### src/rtl/adc_pwr_if.sv
module adc_pwr_if #(
  parameter int RES_BITS = 12
) (
  input  logic                clk,
  input  logic                rst_n,
  input  logic                cs_n,
  input  logic                sclk,
  input  logic [RES_BITS-1:0] sample,
  output logic                sdata,
  output logic                sdata_oe,
  output logic                data_valid,
  output logic                pwr_dn,
  output logic                track,
  output logic                abort
);
  localparam int FRAME     = RES_BITS + 4;
  localparam int CW        = $clog2(FRAME + 1);
  localparam int ENTER_MIN = 2;
  localparam int KEEP_MIN  = 10;

  logic             cs_q, sclk_q;
  logic [CW-1:0]    cnt;
  logic [FRAME-1:0] shreg;
  logic             active, wake, pd, trk, abort_q;

  wire cs_fall   = cs_q & ~cs_n;
  wire cs_rise   = ~cs_q & cs_n;
  wire sclk_fall = sclk_q & ~sclk & ~cs_n;
  wire sclk_edge = (sclk_q ^ sclk) & ~cs_n;
  wire done      = (cnt == CW'(FRAME));
  wire pd_next   = (cnt < CW'(KEEP_MIN)) ? (wake | (cnt >= CW'(ENTER_MIN))) : 1'b0;

  always_ff @(posedge clk or negedge rst_n) begin
    if (!rst_n) begin
      cs_q    <= 1'b1;
      sclk_q  <= 1'b0;
      cnt     <= '0;
      shreg   <= '0;
      active  <= 1'b0;
      wake    <= 1'b0;
      pd      <= 1'b0;
      trk     <= 1'b1;
      abort_q <= 1'b0;
    end else begin
      cs_q    <= cs_n;
      sclk_q  <= sclk;
      abort_q <= 1'b0;
      if (cs_fall) begin
        cnt    <= '0;
        active <= 1'b1;
        wake   <= pd;
        pd     <= 1'b0;
        shreg  <= {4'b0000, sample};
      end else if (cs_rise) begin
        active  <= 1'b0;
        abort_q <= active;
        wake    <= 1'b0;
        pd      <= pd_next;
        trk     <= ~pd_next;
      end else begin
        if (sclk_fall && !done) begin
          cnt   <= cnt + 1'b1;
          shreg <= {shreg[FRAME-2:0], 1'b0};
          if (cnt == CW'(FRAME - 1)) active <= 1'b0;
        end
        if (wake && sclk_edge) trk <= 1'b1;
      end
    end
  end

  assign sdata      = shreg[FRAME-1];
  assign sdata_oe   = active;
  assign data_valid = active & ~wake;
  assign pwr_dn     = pd;
  assign track      = trk;
  assign abort      = abort_q;
endmodule


### config.mk
export PLATFORM = sky130hd
export DESIGN_NAME = adc_pwr_if
export DESIGN_NICKNAME = d
export VERILOG_FILES = /design/src/rtl/adc_pwr_if.sv
export SDC_FILE = /design/constraint.sdc
export NUM_CORES = 1
export LEC_CHECK = 0
export ABC_AREA = 0
export BUFFER_PORTS_ARGS = -buffer_cell sky130_fd_sc_hd__buf_2
export CAP_MARGIN = 25
export CORE_AREA = 2 2 57 72
export DETAILED_ROUTE_END_ITERATION = 8
export DIE_AREA = 0 0 59 74
export GPL_TIMING_DRIVEN = 0
export MAX_ROUTING_LAYER = met4
export PLACE_DENSITY_LB_ADDON = 0.05
export SLEW_MARGIN = 20
export SYNTH_ARGS = -nofsm -noshare
export SYNTH_HDL_FRONTEND = slang
export SYNTH_SLANG_ARGS = --single-unit
### constraint.sdc
create_clock -name clk -period 1.72 [get_ports clk]
set_input_delay 0.086 -clock clk [delete_from_list [all_inputs] [get_ports clk]]
set_output_delay 0.086 -clock clk [all_outputs]
set_load 0.01 [all_outputs]
==> results by group <==
Flow run
  – Maxcap violations: 0

Clock network
  – Clock Sinks: 28
  – Clock slew at reported path FFs: 100 ps
  – CTS Buffer Depth: 2
  – CTS buffer count: 3
  – Worst-Skew Late Latency: 280 ps
  – Root buffer cell: clkbuf_8
  – CTS H-tree lvls: 1
  – CTS tree: yes

Worst setup path
  – Type of destination of the critical path: flop
  – Crit path from: sclk
  – Max stage delay on crit path: 520 ps
  – Crit path buffers/inverters: 5
  – Crit-path cells: dlygate4sd3_1, buf_2, inv_1, ha_1, nand2b_1, buf_4, clkbuf_1, o21ai_0, nand3_1
  – WS Path Type: in2reg
  – Slowest CP cell: dlygate4sd3_1
  – Delay-heaviest family, CP: buffers and inverters
  – R2R depth: 5
  – RR Endpoint: sdata_oe$_DFFE_PN0P_
  – WP data required: 1930 ps
  – Reg2Reg Launch Point: cnt[0]$_DFFE_PN0P_
  – Reg2reg setup slack: 80 ps
  – Crit Path Max Fanout: 10
  – CP Launch Type: input pin
  – Critical path arrival: 1870 ps

Power and ir drop
  – Maximum VDD drop: 0.599 mV
  – Power Density: 1080 nW/um2
  – P_leak: 0.848 nW

Synth
  – Synth cell types: 35
  – Synth Flop Type: dfrtp_1
  – Synthesized cell area: 1620 um2
  – EDFF count, synth: 0
  – Synth Warn #: 0
  – Largest cells by area after synthesis: dfrtp_1 40%, nand3_1 7.4%, a22oi_1 5.6%
  – Syn Inst Count: 173
  – Synth area leader: dfrtp_1
  – Count leader, synth: dfrtp_1
  – Number of synthesized register bits: 28
  – Commonest cells in the netlist: 26 x dfrtp_1, 24 x nand3_1, 14 x nand2_1, 14 x nor2b_1, 14 x o21ai_0
  – Yosys top cell area share: 40.2%
  – Syn nets: 196
  – Syn Area/Cell: 9.35 um2
  – Register area share after synthesis: 43.5%
  – Ys async rst share: 100%

STA
  – Unrepaired setup endpoints after global routing: true
  – Final setup viols: 0
  – Worst Clk Skew: 6.88 ps
  – Fmax: 0.604 GHz
  – Hold Vio Cnt, Final: 0
  – Setup WS post-layout: 63.0 ps
  – Slew @ Worst Pin: 652 ps
  – Slew Viols, Final: 0
  – Crit path time final: 1660 ps
  – Period Utilization, post-route: 96.3%
  – Slew headroom: 56.5%
  – Hold slack: 43.1 ps

Routing
  – DR pass1 iterations: 4
  – Drc violations: 0
  – Via/cell ratio: 5.99
  – Via count: 1462
  – DRT Wirelength: 4130 um
  – Number of DRC markers in iteration 0: 80
  – Post-DRT Antenna Nets: 0
  – WL/cell: 16.9 um

Floorplan
  – Starting Density: 43.8%
  – Row cnt: 25
  – Die Y: 74 um
  – DIE WIDTH: 59 um
  – Top-Level Pins: 22
  – Die area: 4370 um2
  – Core ar.: 3690 um2

Global route
  – Vias in the first global route: 1473
  – Largest net degree at the start of global routing: 29
  – GR Util All Layers: 21.7%
  – Initial antenna violation count: 0
  – First-pass GRT wire length: 6970 um
  – Overflow after GRT: 0

Worst hold path
  – Hold Path Origin: sample[0]
  – Hold Path Depth: 3
  – Hold endpoint: shreg[0]$_DFFE_PN0P_
  – HP Class: in2reg

Place
  – Buffers on Ports: 21
  – Final RePlAce weighted congestion: 0.777
  – Placed standard-cell area: 1770 um2
  – Dpl hpwl: 2910 um
  – Place WS: -156 ps

Cells and area
  – Fin nets: 228
  – Final instance area: 1900 um2
  – Share of post-route cells with drive strength above 1: 23.5%
  – Area grow syn2layout: 17.2%
  – N_diodes: 0
  – Fin util: 51.4%

Outcome
  – Status: finished, final reports clean
worst min-delay path, cell delays in order:
cell and delay (ps):
buf_2 80, a22oi_1 50, o21ai_0 70
worst max-delay path by stage:
| stage | endpoint | cells past startpoint |
|---|---|---|
| 2_1_floorplan | shreg[11]$_DFFE_PN0P_ | 7 |
| 3_3_place_gp | shreg[5]$_DFFE_PN0P_ | 7 |
| 3_5_place_dp | shreg[5]$_DFFE_PN0P_ | 7 |
| 4_1_cts | shreg[7]$_DFFE_PN0P_ | 7 |
| 5_1_grt | sdata_oe$_DFFE_PN0P_ | 5 |
| 6_report | shreg[2]$_DFFE_PN0P_ | 9 |
layer usage:
metal	track usage, %	vias up	share of wire (%)
li1	-	691	-
met1	25.8	722	41
met2	38.3	44	53
met3	2.26	5	4.2
met4	6.57	0	1.4
met5	-	-	0
cell families (layout without fill, tap and decap cells):
| group | after synthesis | after routing | synth area share, % |
|---|---|---|---|
| buffers and inverters | 23 | 54 | 6.50 |
| AOI/OAI and AO/OA | 43 | 43 | 19.3 |
| and+or+nand+nor | 71 | 71 | 24.7 |
| muxes | 1 | 1 | 0.696 |
| adders and majority gates | 7 | 7 | 5.41 |
| DFF | 28 | 28 | 43.5 |
layout make-up:
type,instances,area (um2)
Inverter,9,33.8
Timing Repair Buffer,28,169
Multi-Input combinational cell,122,821
Fill cell,381,1790
Tap cell,40,50.0
Buffer,13,75.1
Sequential cell,28,703
Clock buffer,4,45.0
where the power goes:
part,internal [mW],total (mW),leakage (nW),switching (mW)
clock,0.166,0.374,0.0228,0.208
sequential,0.832,0.951,0.350,0.120
combinational,0.333,0.733,0.475,0.400
total,1.33,2.06,0.848,0.727
placed cells by master (no fill, tap or decap), types with 2 or more instances in the layout:
cell / synthesis / final
nand2_1: 14 / 14
nand4_1: 4 / 4
nor3_1: 2 / 2
o21ai_1: 1 / 5
and3_1: 2 / 2
a22oi_1: 12 / 12
nand3_1: 24 / 24
nor2_1: 3 / 3
nor2b_1: 14 / 13
dfrtp_1: 26 / 26
ha_1: 7 / 5
a32oi_1: 2 / 2
clkbuf_2: 0 / 3
o311ai_1: 3 / 3
clkbuf_8: 0 / 3
buf_6: 1 / 2
buf_2: 6 / 24
dfstp_2: 2 / 2
clkbuf_1: 6 / 4
ha_2: 0 / 2
o21ai_0: 14 / 10
buf_4: 1 / 5
dlygate4sd3_1: 0 / 3
inv_1: 9 / 9
o211ai_1: 6 / 6
flip-flops by register name, summed over array words and instances (netlist names):
name	flops
pwr_dn	1
wake	1
cnt	5
abort	1
shreg	16
sdata_oe	1
sclk_q	1
track	1
cs_q	1
per-stage QoR:
| step | TNS [ps] | cells | power (mW) |
|---|---|---|---|
| 4_1_cts | 0 | 245 | 2.07 |
| 3_5_place_dp | -1390 | 234 | 1.66 |
| 2_1_floorplan | 0 | 173 | 1.44 |
| 3_3_place_gp | -1360 | 234 | 1.63 |
| 6_report | 0 | 244 | 2.06 |
| 5_1_grt | -7.72 | 244 | 2.22 |
timing repair:
| item | 4_1_cts | 5_1_grt |
|---|---|---|
| pin swaps | 1 | 4 |
| buffers inserted | 4 | 0 |
| hold buffers | 3 | 0 |
| resized for setup | 1 | 16 |
| setup endpoints to repair | 14 | 22 |
| hold endpoints to repair | 28 | 0 |
No activity file was read; power rests on OpenSTA's default activity.
